==> src/rtl/aux_bridge_pkg.sv <==
package aux_bridge_pkg;

    localparam int CMD_W = 4;

    typedef enum logic [1:0] {
        RSP_ACK      = 2'b00,
        RSP_NACK     = 2'b01,
        RSP_I2C_NACK = 2'b10
    } rsp_e;

    typedef enum logic [1:0] {
        OP_START = 2'd0,
        OP_BYTE  = 2'd1,
        OP_STOP  = 2'd2
    } i2c_op_e;

    typedef enum logic [1:0] {
        K_BAD,
        K_NATIVE,
        K_PLAIN,
        K_MOT
    } kind_e;

    typedef struct packed {
        kind_e kind;
        logic  rnw;
    } dec_t;

    localparam logic [CMD_W-1:0] C_I2C_WR  = 4'h0;
    localparam logic [CMD_W-1:0] C_I2C_RD  = 4'h1;
    localparam logic [CMD_W-1:0] C_MOT_WR  = 4'h4;
    localparam logic [CMD_W-1:0] C_MOT_RD  = 4'h5;
    localparam logic [CMD_W-1:0] C_NAT_WR  = 4'h8;
    localparam logic [CMD_W-1:0] C_NAT_RD  = 4'h9;

    function automatic dec_t decode_cmd(input logic [CMD_W-1:0] c);
        dec_t d;
        unique case (c)
            C_I2C_WR: d = '{kind: K_PLAIN,  rnw: 1'b0};
            C_I2C_RD: d = '{kind: K_PLAIN,  rnw: 1'b1};
            C_MOT_WR: d = '{kind: K_MOT,    rnw: 1'b0};
            C_MOT_RD: d = '{kind: K_MOT,    rnw: 1'b1};
            C_NAT_WR: d = '{kind: K_NATIVE, rnw: 1'b0};
            C_NAT_RD: d = '{kind: K_NATIVE, rnw: 1'b1};
            default:  d = '{kind: K_BAD,    rnw: 1'b1};
        endcase
        return d;
    endfunction

endpackage

==> src/rtl/aux_cmd_decode.sv <==
module aux_cmd_decode
    import aux_bridge_pkg::*;
#(
    parameter int MAX_LEN = 16,
    parameter int LEN_W   = 5
) (
    input  logic [CMD_W-1:0] cmd,
    input  logic [LEN_W-1:0] len,
    output dec_t             dec
);
    always_comb begin
        dec = decode_cmd(cmd);
        // over-length requests are rejected like unknown codes
        if (len > LEN_W'(MAX_LEN)) begin
            dec.kind = K_BAD;
            dec.rnw  = 1'b1;
        end
    end
endmodule

==> src/rtl/aux_mot_tracker.sv <==
module aux_mot_tracker
    import aux_bridge_pkg::*;
#(
    parameter int ADDR_W = 20
) (
    input  logic              clk,
    input  logic              rst,
    input  logic              set_open,
    input  logic              clr_open,
    input  logic              record,
    input  logic [ADDR_W-1:0] cur_addr,
    input  logic [CMD_W-1:0]  cur_cmd,
    output logic              bus_open,
    output logic              mismatch
);
    logic [ADDR_W-1:0] last_addr;
    logic [CMD_W-1:0]  last_cmd;

    always_ff @(posedge clk) begin
        if (rst) begin
            bus_open  <= 1'b0;
            last_addr <= '0;
            last_cmd  <= '0;
        end else begin
            if (set_open)
                bus_open <= 1'b1;
            else if (clr_open)
                bus_open <= 1'b0;
            if (record) begin
                last_addr <= cur_addr;
                last_cmd  <= cur_cmd;
            end
        end
    end

    assign mismatch = (cur_addr != last_addr) || (cur_cmd != last_cmd);


    open_excl_chk: assert property (@(posedge clk) disable iff (rst)
        !(set_open && clr_open));

    open_rise_chk: assert property (@(posedge clk) disable iff (rst)
        $rose(bus_open) |-> $past(set_open));

    stop_closes_chk: assert property (@(posedge clk) disable iff (rst)
        clr_open |=> !bus_open);
endmodule

==> src/rtl/aux_seq_fsm.sv <==
module aux_seq_fsm
    import aux_bridge_pkg::*;
#(
    parameter int ADDR_W = 20,
    parameter int LEN_W  = 5,
    parameter int I2C_AW = 7
) (
    input  logic              clk,
    input  logic              rst,
    input  logic              req_valid,
    output logic              req_ready,
    input  logic [CMD_W-1:0]  req_cmd,
    input  logic [ADDR_W-1:0] req_addr,
    input  logic [LEN_W-1:0]  req_len,
    input  dec_t              dec,
    output logic [CMD_W-1:0]  lat_cmd,
    output logic [ADDR_W-1:0] lat_addr,
    output logic [LEN_W-1:0]  lat_len,
    input  logic              bus_open,
    input  logic              mismatch,
    output logic              set_open,
    output logic              clr_open,
    output logic              record,
    input  logic              wr_valid,
    output logic              wr_ready,
    input  logic [7:0]        wr_data,
    output logic              rd_valid,
    output logic [7:0]        rd_data,
    output logic              rsp_done,
    output logic [1:0]        rsp_code,
    output logic              reg_req,
    output logic              reg_we,
    output logic [ADDR_W-1:0] reg_addr,
    output logic [7:0]        reg_wdata,
    input  logic              reg_ack,
    input  logic              reg_err,
    input  logic [7:0]        reg_rdata,
    output logic              i2c_req,
    output logic [1:0]        i2c_op,
    output logic [I2C_AW-1:0] i2c_addr,
    output logic              i2c_rnw,
    output logic [7:0]        i2c_wdata,
    input  logic              i2c_ack,
    input  logic              i2c_nack,
    input  logic [7:0]        i2c_rdata
);
    typedef enum logic [3:0] {
        S_IDLE, S_DISPATCH, S_PRESTOP, S_START, S_NEXT,
        S_FETCH, S_NOP, S_IOP, S_POSTSTOP, S_REPLY
    } state_e;

    state_e            state;
    logic [CMD_W-1:0]  cmd_q;
    logic [ADDR_W-1:0] addr_q;
    logic [LEN_W-1:0]  rem_q;
    logic [7:0]        wbyte_q;
    rsp_e              code_q;
    logic              rd_valid_q;
    logic [7:0]        rd_data_q;
    logic              is_native;

    assign is_native = (dec.kind == K_NATIVE);

    always_ff @(posedge clk) begin
        if (rst) begin
            state      <= S_IDLE;
            cmd_q      <= '0;
            addr_q     <= '0;
            rem_q      <= '0;
            wbyte_q    <= '0;
            code_q     <= RSP_ACK;
            rd_valid_q <= 1'b0;
            rd_data_q  <= '0;
        end else begin
            rd_valid_q <= 1'b0;
            case (state)
                S_IDLE: if (req_valid) begin
                    cmd_q  <= req_cmd;
                    addr_q <= req_addr;
                    rem_q  <= req_len;
                    state  <= S_DISPATCH;
                end
                S_DISPATCH: begin
                    code_q <= RSP_ACK;
                    case (dec.kind)
                        K_BAD: begin
                            code_q <= RSP_NACK;
                            state  <= S_REPLY;
                        end
                        K_NATIVE: begin
                            if (rem_q == '0) begin
                                code_q <= RSP_NACK;
                                state  <= S_REPLY;
                            end else begin
                                state <= S_NEXT;
                            end
                        end
                        K_PLAIN: state <= bus_open ? S_PRESTOP : S_START;
                        default: begin
                            if (!bus_open)
                                state <= S_START;
                            else if (mismatch)
                                state <= S_PRESTOP;
                            else
                                state <= S_NEXT;
                        end
                    endcase
                end
                S_PRESTOP: if (i2c_ack) state <= S_START;
                S_START: if (i2c_ack) begin
                    if (i2c_nack) begin
                        code_q <= RSP_I2C_NACK;
                        state  <= S_REPLY;
                    end else begin
                        state <= S_NEXT;
                    end
                end
                S_NEXT: begin
                    if (rem_q == '0)
                        state <= (dec.kind == K_PLAIN) ? S_POSTSTOP : S_REPLY;
                    else if (!dec.rnw)
                        state <= S_FETCH;
                    else
                        state <= is_native ? S_NOP : S_IOP;
                end
                S_FETCH: if (wr_valid) begin
                    wbyte_q <= wr_data;
                    state   <= is_native ? S_NOP : S_IOP;
                end
                S_NOP: if (reg_ack) begin
                    if (reg_err) begin
                        code_q <= RSP_NACK;
                        state  <= S_REPLY;
                    end else begin
                        rd_valid_q <= dec.rnw;
                        rd_data_q  <= reg_rdata;
                        addr_q     <= addr_q + ADDR_W'(1);
                        rem_q      <= rem_q - LEN_W'(1);
                        state      <= S_NEXT;
                    end
                end
                S_IOP: if (i2c_ack) begin
                    if (i2c_nack) begin
                        code_q <= RSP_I2C_NACK;
                        state  <= S_POSTSTOP;
                    end else begin
                        rd_valid_q <= dec.rnw;
                        rd_data_q  <= i2c_rdata;
                        rem_q      <= rem_q - LEN_W'(1);
                        state      <= S_NEXT;
                    end
                end
                S_POSTSTOP: if (i2c_ack) state <= S_REPLY;
                S_REPLY:    state <= S_IDLE;
                default:    state <= S_IDLE;
            endcase
        end
    end

    always_comb begin
        i2c_req = 1'b0;
        i2c_op  = OP_BYTE;
        unique case (state)
            S_PRESTOP, S_POSTSTOP: begin i2c_req = 1'b1; i2c_op = OP_STOP;  end
            S_START:               begin i2c_req = 1'b1; i2c_op = OP_START; end
            S_IOP:                 begin i2c_req = 1'b1; i2c_op = OP_BYTE;  end
            default: ;
        endcase
    end

    assign set_open  = (state == S_START) && i2c_ack && !i2c_nack;
    assign record    = set_open && (dec.kind == K_MOT);
    assign clr_open  = ((state == S_PRESTOP) || (state == S_POSTSTOP)) && i2c_ack;
    assign i2c_addr  = addr_q[I2C_AW-1:0];
    assign i2c_rnw   = dec.rnw;
    assign i2c_wdata = wbyte_q;
    assign reg_req   = (state == S_NOP);
    assign reg_we    = !dec.rnw;
    assign reg_addr  = addr_q;
    assign reg_wdata = wbyte_q;
    assign wr_ready  = (state == S_FETCH);
    assign req_ready = (state == S_IDLE);
    assign rsp_done  = (state == S_REPLY);
    assign rsp_code  = code_q;
    assign rd_valid  = rd_valid_q;
    assign rd_data   = rd_data_q;
    assign lat_cmd   = cmd_q;
    assign lat_addr  = addr_q;
    assign lat_len   = rem_q;


    rsp_pulse_chk: assert property (@(posedge clk) disable iff (rst)
        rsp_done |=> !rsp_done);

    accept_busy_chk: assert property (@(posedge clk) disable iff (rst)
        (req_valid && req_ready) |=> !req_ready);

    i2c_hold_chk: assert property (@(posedge clk) disable iff (rst)
        (i2c_req && !i2c_ack) |=> (i2c_req && $stable(i2c_op)));

    reg_hold_chk: assert property (@(posedge clk) disable iff (rst)
        (reg_req && !reg_ack) |=> (reg_req && $stable(reg_addr)));

    port_excl_chk: assert property (@(posedge clk) disable iff (rst)
        !(i2c_req && reg_req));
endmodule

==> src/rtl/aux_i2c_bridge.sv <==
module aux_i2c_bridge
    import aux_bridge_pkg::*;
#(
    parameter  int ADDR_W  = 20,
    parameter  int MAX_LEN = 16,
    parameter  int I2C_AW  = 7,
    localparam int LEN_W   = $clog2(MAX_LEN + 1)
) (
    input  logic              clk,
    input  logic              rst,
    input  logic              req_valid,
    output logic              req_ready,
    input  logic [3:0]        req_cmd,
    input  logic [ADDR_W-1:0] req_addr,
    input  logic [LEN_W-1:0]  req_len,
    input  logic              wr_valid,
    output logic              wr_ready,
    input  logic [7:0]        wr_data,
    output logic              rd_valid,
    output logic [7:0]        rd_data,
    output logic              rsp_done,
    output logic [1:0]        rsp_code,
    output logic              reg_req,
    output logic              reg_we,
    output logic [ADDR_W-1:0] reg_addr,
    output logic [7:0]        reg_wdata,
    input  logic              reg_ack,
    input  logic              reg_err,
    input  logic [7:0]        reg_rdata,
    output logic              i2c_req,
    output logic [1:0]        i2c_op,
    output logic [I2C_AW-1:0] i2c_addr,
    output logic              i2c_rnw,
    output logic [7:0]        i2c_wdata,
    input  logic              i2c_ack,
    input  logic              i2c_nack,
    input  logic [7:0]        i2c_rdata
);
    dec_t              dec;
    logic [CMD_W-1:0]  lat_cmd;
    logic [ADDR_W-1:0] lat_addr;
    logic [LEN_W-1:0]  lat_len;
    logic              bus_open, mismatch, set_open, clr_open, record;

    aux_cmd_decode #(.MAX_LEN(MAX_LEN), .LEN_W(LEN_W)) u_dec (
        .cmd(lat_cmd), .len(lat_len), .dec(dec)
    );

    aux_mot_tracker #(.ADDR_W(ADDR_W)) u_trk (
        .clk(clk), .rst(rst), .set_open(set_open), .clr_open(clr_open),
        .record(record), .cur_addr(lat_addr), .cur_cmd(lat_cmd),
        .bus_open(bus_open), .mismatch(mismatch)
    );

    aux_seq_fsm #(.ADDR_W(ADDR_W), .LEN_W(LEN_W), .I2C_AW(I2C_AW)) u_fsm (
        .clk(clk), .rst(rst),
        .req_valid(req_valid), .req_ready(req_ready), .req_cmd(req_cmd),
        .req_addr(req_addr), .req_len(req_len), .dec(dec),
        .lat_cmd(lat_cmd), .lat_addr(lat_addr), .lat_len(lat_len),
        .bus_open(bus_open), .mismatch(mismatch),
        .set_open(set_open), .clr_open(clr_open), .record(record),
        .wr_valid(wr_valid), .wr_ready(wr_ready), .wr_data(wr_data),
        .rd_valid(rd_valid), .rd_data(rd_data),
        .rsp_done(rsp_done), .rsp_code(rsp_code),
        .reg_req(reg_req), .reg_we(reg_we), .reg_addr(reg_addr),
        .reg_wdata(reg_wdata), .reg_ack(reg_ack), .reg_err(reg_err),
        .reg_rdata(reg_rdata),
        .i2c_req(i2c_req), .i2c_op(i2c_op), .i2c_addr(i2c_addr),
        .i2c_rnw(i2c_rnw), .i2c_wdata(i2c_wdata), .i2c_ack(i2c_ack),
        .i2c_nack(i2c_nack), .i2c_rdata(i2c_rdata)
    );
endmodule

==> config.mk <==
export PLATFORM = sky130hd
export DESIGN_NAME = aux_i2c_bridge
export DESIGN_NICKNAME = d
export VERILOG_FILES = /design/src/rtl/aux_bridge_pkg.sv /design/src/rtl/aux_cmd_decode.sv /design/src/rtl/aux_mot_tracker.sv /design/src/rtl/aux_seq_fsm.sv /design/src/rtl/aux_i2c_bridge.sv
export SDC_FILE = /design/constraint.sdc
export NUM_CORES = 1
export LEC_CHECK = 0
export BUFFER_PORTS_ARGS = -buffer_cell sky130_fd_sc_hd__buf_2
export CELL_PAD_IN_SITES_DETAIL_PLACEMENT = 1
export CELL_PAD_IN_SITES_GLOBAL_PLACEMENT = 1
export CORE_MARGIN = 3
export CORE_UTILIZATION = 35
export CTS_BUF_LIST = sky130_fd_sc_hd__clkbuf_4
export CTS_CLUSTER_DIAMETER = 120
export DETAILED_ROUTE_END_ITERATION = 12
export PLACE_DENSITY_LB_ADDON = 0.1
export SKIP_CTS_REPAIR_TIMING = 1
export SYNTH_ARGS = -nofsm -noshare
export SYNTH_HDL_FRONTEND = slang
export SYNTH_HIERARCHICAL = 1
export SYNTH_SLANG_ARGS = --single-unit
==> constraint.sdc <==
create_clock -name clk -period 2.72 [get_ports clk]
set_input_delay 0.272 -clock clk [delete_from_list [all_inputs] [get_ports clk]]
set_output_delay 0.272 -clock clk [all_outputs]
set_load 0.03 [all_outputs]
==> results.md, run 1 <==
Layout:
- The net count reported at finish is 708.
- The repair_antennas step left the layout with diodes totalling 0.
- The footprint of the flip-flops and latches is 1540 µm².
- Cells with a size suffix above 1 make up 25.9% of the layout.
- Summing all multi-input logic gate instances after layout gives 2570 µm².
- Counting the fill cells in the layout gives 1578.
- The layout overhead on the synthesized area is 14.2%.

Global route:
- The number of global-route vias before repair is 4584.
- Summed over all layers, the global routing overflow is 0.
- The number of antenna violations at the first check in global routing was 0.
- The global-route wire length before repair is 24.2 mm.
- The combined global-route utilization of all metal layers is 20.8%.
- Entering global routing, the biggest net connects 34 pins.

Floorplan:
- The area of the die is 14600 µm².
- The number of primary I/O pins is 124.
- The floorplan step set the die height to 121 µm.
- The initial utilization of the core area, before any placement, comes to 36.2%.
- In this run the core area contains 41 standard-cell rows.
- The die is 121 µm wide.
- The region available for standard cell placement spans 12800 µm².

Timing:
- The peak clock frequency supported by timing is 421 MHz.
- The number of pins exceeding their max-slew limit in the final report was 0.
- The headroom to the max-slew limit is 38.7%.
- The summed negative setup slack over all endpoints is 0 ps.
- The clock arrives with 17.6 ps of skew.
- For the pin with the worst max-slew slack, the measured transition is 912 ps.
- Setup violations remaining at the end of the flow were counted as 0.
- The final worst setup slack is 347 ps.
- The worst path needs 2370 ps of the cycle, external delays included.
- The hold violation total from the final report is 0.
- Setup repair after global routing left no endpoint under its margin.
- The fraction of the cycle the final worst path needs is 87.3%.

Routing:
- For this block, the initial DRC count from the detailed router was 246.
- The first-pass detailed-route iteration total is 4.
- The sum of routed wire length over all layers is 15.1 mm.
- The residual antenna-violating net count after detailed routing is 0.
- After detailed routing, the average wire length per cell comes to 18.4 µm.
- The total via count after detailed routing is 4488.
- Dividing the detail-routed via count by the number of cells gives 5.47.
- For this run, design rule violations remaining after detail routing come to 0.

Yosys:
- Summed over its instances, the top area cell type makes up 33.3% of the synthesized netlist area.
- The sequential-to-total area share from yosys stat is 33.3%.
- The count of yosys warnings during synthesis is 6.
- In this run the cell area of the synthesized design comes to 4630 µm².
- The netlist uses 64 different library cells.
- The biggest area contributor in the post-synthesis netlist is dfxtp_1.
- The post-synth net total is 628.
- dfxtp_1 is the most common cell in the netlist.
- By count the netlist is led by dfxtp_1 (77), nor2_1 (76), mux2i_1 (46), buf_4 (39), nand2_1 (37).
- By area the synthesized netlist is led by dfxtp_1 (33%), mux2i_1 (10%), buf_4 (6.3%).
- The number of synthesized flops with an enable pin is 0.
- The post-synthesis async set-or-reset flop share is 0%.
- Averaged over all synthesized cells, the footprint is 8.20 µm².
- Among all flip-flop cells after synthesis, the most frequent one is dfxtp_1.
- Synthesis produced 564 cells.
- The count of state elements after synthesis is 77.

Power and ir drop:
- The completed layout was analyzed and its total power is 4.78 mW.
- IR analysis of the VDD net gives a maximum drop of 263 µV.
- The leakage power summed over all cells is 2.25 nW.
- The areal power density over the cells is 905 nW/µm².

Place:
- Routability-driven placement finished with a final weighted congestion of 0.866.
- At the placement stage, the worst setup path has a slack of 538 ps.
- Summed over all nets, the half-perimeter wirelength after detailed placement is 11.1 mm.
- The number of buffer cells added on primary ports is 123.

Worst setup path:
- The data required time of the worst path is 2450 ps.
- The worst setup path is captured at an output pin.
- The flop-to-flop setup slack is 480 ps.
- Of all nets on the critical path, the largest fanout is 25.
- The count of cells along the worst register-to-register path is 5.
- The worst endpoint data arrival time is 2100 ps.
- The critical register-to-register path startpoint is u_fsm/lat_addr[5].
- The worst register-to-register path ends at u_fsm/lat_addr[18].
- The worst setup path is launched from a flip-flop.
- The type of the worst setup path is reg -> out.

Min path:
- The end point of the worst hold path is u_fsm/i2c_wdata[0].
- In this run the most critical hold path is launched from wr_data[0].
- The worst hold path was traced through 3 stages.
- In this run the worst hold path is classified as in -> reg.

Status:
- The flow ran to the end, and the final reports show no timing, DRC or antenna violations.

Clock network:
- Clock latency on the worst-skew pair, taken at its later pin, is 450 ps.
- The clock tree from TritonCTS is done.
- The sink count of the clock tree is 77.
- The H-tree generated during clock tree synthesis spans 3 levels.
- The clock tree buffer depth is 2.
- TritonCTS created 9 clock buffers.
- The clock transition at the registers of the reported paths is 140 ps.
- The cell at the root of the clock tree is clkbuf_4.

Flow run:
- The count of max-cap constraint violations is 0.
-- layout by cell type, fill, tap and decap left out, drive strengths merged, types with 4 or more instances in the layout --
cell type  Yosys  layout
nand3         16      16
a2111oi        5       5
nand2b         7       7
clkbuf        21      11
a211oi        16      16
a21o           4       4
mux2i         46      46
inv            8       8
nor3          11      11
and2           5       5
nor3b          4       4
o31ai          4       4
clkinv         1       5
nand4         10      10
xor2           8       8
and3           4       4
buf           57     147
nand2         37      37
a31oi          5       5
xnor2         18      18
nand3b         4       4
nor4           6       6
nor2          76      76
o21ai         28      28
a21oi         24      24
a221oi         4       4
nor2b          4       4
dfxtp         77      77
-- critical path, stage by stage, from the launching register on --
cell,delay (ps)
dfxtp_1,600
nand4bb_1,320
clkinv_1,160
buf_4,290
buf_2,260
-- registers in the layout, indices dropped and copies added, names as in the netlist --
signal and count:
u_trk/last_cmd 4, u_trk/last_addr 20, u_fsm/rd_data 8, u_fsm/lat_len 5
u_fsm/rd_valid 1, u_fsm/state 4, u_fsm/i2c_wdata 8, u_fsm/lat_addr 20
u_fsm/rsp_code 2, u_trk/bus_open 1, u_fsm/lat_cmd 4
-- kinds of logic after synthesis --
family | Yosys count | synth area share [%]
AO/OA/AOI/OAI | 120 | 17.7
XOR/XNOR | 26 | 4.92
adder cells (fa/ha/maj) | 3 | 0.812
buffers and inverters | 87 | 11.0
flip-flops | 77 | 33.3
multiplexers | 46 | 9.95
AND/OR/NAND/NOR | 205 | 22.2
-- final cells by class --
cell class	instances	area share (%)
repair buffers	147	15.3
multi-input cells	400	48.7
flip-flops and latches	77	29.2
inverters	9	0.640
well taps	172	4.07
clock buffers	11	1.56
clock inverters	5	0.521
-- per-layer routing --
metal	track usage (%)	vias to the layer above	share of wire, %
li1	-	2143	-
met1	28.7	2186	48
met2	33.3	142	45
met3	3.36	17	4.7
met4	6.73	0	1.5
met5	0	-	0
-- report_power, final --
part	internal (mW)	switching, mW
sequential	1.30	0.305
combinational	0.919	1.61
clock	0.202	0.439
-- stage by stage --
stage / instance area [µm²] / hold slack, ps / util [%] / cells
after CTS: 5280 / 21.6 / 41.4 / 821
after global placement: 5170 / 474 / 40.5 / 805
final: 5280 / 60.1 / 41.4 / 821
after detailed placement: 5170 / 479 / 40.5 / 805
after global routing: 5280 / 37.2 / 41.4 / 821
after floorplan: 4630 / 416 / - / 564
-- how the worst max path moves through the flow --
stage,depth (start not counted),from,end,slack (ps)
after floorplan,8,u_fsm/state[0],u_fsm/lat_len[0],230
after global placement,6,u_fsm/state[1],u_fsm/lat_len[0],540
after detailed placement,5,u_fsm/lat_addr[5],u_fsm/lat_addr[19],540
after CTS,4,u_fsm/state[2],reg_req,360
after global routing,4,u_fsm/state[2],reg_req,200
final,4,u_fsm/state[1],reg_req,350
Note: power is estimated with default switching activity, not from simulation.
==> run 2, diff against run 1 <==
Settings changed: MAX_ROUTING_LAYER set to met4.
==> run 2 against run 1 <==
Compared with the run above: register-to-register slack lost 90 ps; largest power group unchanged; largest cell class unchanged; maximum frequency shrank 2.3%; non-clock buffer count shrank 2.
==> results.md, run 2 (synthesis gave the netlist of run 1 again) <==
Status:
- The run finished with clean final reports.

Global route:
- The global-route wire length before repair is 23.7 mm (-1.9%).
- The number of global-route vias before repair was 4464 (-2.6%).
- The overall overflow remaining after global route is 0 (unchanged).
- The combined global-route utilization of all metal layers is 21.0% (+0.13 points).
- The pin count of the biggest net entering global routing is 34 (unchanged).
- The number of antenna violations at the first check in global routing is 1 (+1).

Place:
- The number of buffer cells added on primary ports is 123 (unchanged).
- The total half-perimeter wirelength after legalization and detailed placement is 10.7 mm (-3.7%).
- The number of placed instances, taps included is 803 (-0.25%).
- The routability congestion estimate from global placement is 0.857 (-1.0%).

Worst setup path:
- The family with the most delay on the worst path is buffers and inverters.
- The critical register-to-register path startpoint is u_fsm/state[1].
- The flop-to-flop setup slack came to 390 ps (-90 ps).
- The launching element type of the critical path is a flip-flop.
- The type of the worst setup path is reg -> out.
- The data required time of the worst path is 2450 ps (about the same).
- The worst setup path is captured at an output pin.
- The count of cells along the worst register-to-register path came to 6 (+1).
- The count of buffering cells on the critical path with inverters included is 4 (+1).
- The biggest cell delay along the critical path is 610 ps (about the same).
- The end of the worst register-to-register path is u_fsm/state[0].
- The most common cell type on the critical path is buf_4.
- The worst endpoint data arrival time is 2160 ps (+60 ps).
- The largest fanout of any net on the critical path is 25 (unchanged).
- The worst-path cell with the longest stage delay is dfxtp_1.
- Traced cell by cell, the critical path runs through buf_4, nand4bb_1, clkinv_1, buf_4, buf_2.

Layout:
- The fill cell instance count of the final layout was 1569 (-0.57%).
- The ratio of cells with drive above 1 in the final layout is 25.8% (-0.075 points).
- The net count reported at finish came to 706 (-0.28%).
- Leaving out fill and tap cells, the most frequent cell in the layout is buf_2.
- The multi-input logic area is 2570 µm² (unchanged).
- The library cells used most frequently in the layout, excluding fill and tap cells, are buf_2 (123), dfxtp_1 (77), nor2_1 (76).
- The layout overhead on the synthesized area is 14.7%.
- The filler-free cell count of the finished design came to 820 (-0.12%).
- The footprint of the flip-flops and latches was 1540 µm² (unchanged).

Timing:
- The number of pins exceeding their max-slew limit in the final report is 0 (unchanged).
- The peak clock frequency supported by timing is 412 MHz (-2.3%).
- The fraction of the cycle the final worst path needs came to 89.3% (+2.0 points).
- The summed negative setup slack over all endpoints came to 0 ps (unchanged).
- The hold violation total from the final report is 0 (unchanged).
- The minimum clock period came to 2430 ps (+54.9 ps).
- The headroom to the max-slew limit was 52.5% (+14 points).
- Setup repair after global routing left no endpoint under its margin.
- The worst clock skew on the final layout is 25.0 ps (+7.37 ps).
- The slew at the pin closest to its max-slew limit is 712 ps (-199 ps).
- The total of endpoints with negative setup slack in the final report came to 0 (unchanged).

Routing:
- The average wire length per cell after detail routing was 17.9 µm (-2.7%).
- The residual antenna-violating net count after detailed routing is 0 (unchanged).
- The violation count after the first detailed-route iteration is 246 (unchanged).
- The first-pass detailed-route iteration total is 4 (unchanged).
- The remaining routing DRC violations came to 0 (unchanged).
- The via density per instance was 5.41 (-1.1%).
- The sum of routed wire length over all layers came to 14.7 mm (-2.9%).
- The total via count after detailed routing is 4433 (-1.2%).

Floorplan:
- The horizontal extent of the die is 121 µm (unchanged).
- The area of the die is 14600 µm² (unchanged).
- The initial core utilization is 36.2% (unchanged).
- The placeable core region was 12800 µm² (unchanged).
- The die height is 121 µm (unchanged).
- The number of primary I/O pins came to 124 (unchanged).
- The number of placement rows is 41 (unchanged).

Clock network:
- TritonCTS built the clock tree.
- The number of levels in the clock H-tree is 3 (unchanged).
- The sink count of the clock tree came to 77 (unchanged).
- The number of clock buffers inserted by TritonCTS came to 9 (unchanged).
- The clock tree buffer depth came to 2 (unchanged).
- The clock transition at the registers of the reported paths is 120 ps (-20 ps).
- The clock latency of the later-clocked register in the worst-skew pair was 450 ps (about the same).
- The cell at the root of the clock tree is clkbuf_4.

Power and ir drop:
- The leakage power summed over all cells is 2.26 nW (+0.46%).
- The switching fraction of total power came to 48.6% (-0.73 points).
- The net switching power is 2.35 mW (-0.49%).
- The combinational share of power was 50.8% (-2.2 points).
- The clock group share of total power is 15.1% (+1.7 points).
- The peak supply drop is 282 µV (+7.0%).
- The internal cell power is 2.48 mW (+2.5%).
- The areal power density over the cells is 910 nW/µm² (+0.58%).
- The sequential share of power is 34.1% (+0.5 points).

Min path:
- The path with the worst hold slack has its endpoint at u_fsm/i2c_wdata[5].
- The startpoint of the lowest-slack hold path is wr_data[5].
- The class of the tightest hold or removal check is in -> reg.
- The count of cells along the worst hold path is 3 (unchanged).

Flow run:
- The count of max-cap constraint violations is 0 (unchanged).
## run 2: changes by cell type in the layout (fill, tap and decap cells not counted), sizes merged
cell | previous run | this run
clkinv | 5 | 6
inv | 8 | 9
clkbuf | 11 | 9
bufinv | 0 | 1
diode | 0 | 1
buf | 147 | 145
clkinvlp | 1 | 0
## run 2: power by group through the flow
stage	logic [mW]	registers, mW	clock network, mW
after global routing	2.70	1.69	0.803
after CTS	2.47	1.64	0.758
after global placement	2.43	1.66	0
after detailed placement	2.46	1.67	0
final	2.45	1.64	0.731
after floorplan	1.93	1.62	0
## run 2: per-layer routing
layer	up-vias	GRT usage, %	part of all wire [%]
li1	2146	-	-
met1	2149	29.4	50
met2	118	31.1	45
met3	20	3.31	3.8
met4	0	6.52	1.8
met5	-	-	0
## run 2: worst register-to-register path, cell delays in order (launching register included)
cell,delay (ps)
dfxtp_1,610
buf_4,310
nand2b_1,120
a2bb2oi_1,160
o211ai_1,500
a2111oi_0,180
a2111oi_1,360
## run 2: worst max path at each step
stage	startpoint	endpoint	slack, ps	cells past startpoint
after floorplan	u_fsm/state[0]	u_fsm/lat_len[0]	230	8
after global placement	u_fsm/lat_len[1]	u_fsm/state[0]	470	8
after detailed placement	u_fsm/state[1]	u_fsm/state[0]	480	6
after CTS	u_fsm/state[1]	reg_req	240	5
after global routing	u_fsm/state[1]	reg_req	100	5
final	u_fsm/state[1]	reg_req	290	5
## run 2: layout make-up
class	instances	share of cell area (%)
multi-input combinational	400	48.5
sequential	77	29.1
timing repair buffer	145	15.2
tap	172	4.06
clock buffer	9	1.27
clock inverter	7	1.23
inverter	9	0.637
antenna	1	0.0472
## run 2: stage by stage
| step | area, µm² | util [%] | hold slack (ps) | worst slack [ps] | total power, mW |
|---|---|---|---|---|---|
| global placement | 5170 | 40.5 | 478 | 474 | 4.08 |
| CTS | 5300 | 41.5 | 19.5 | 244 | 4.88 |
| global route | 5310 | 41.5 | 32.2 | 95.5 | 5.19 |
| floorplan | 4630 | - | 416 | 228 | 3.55 |
| detailed placement | 5170 | 40.5 | 480 | 476 | 4.13 |
| finish | 5310 | 41.5 | 61.3 | 292 | 4.83 |
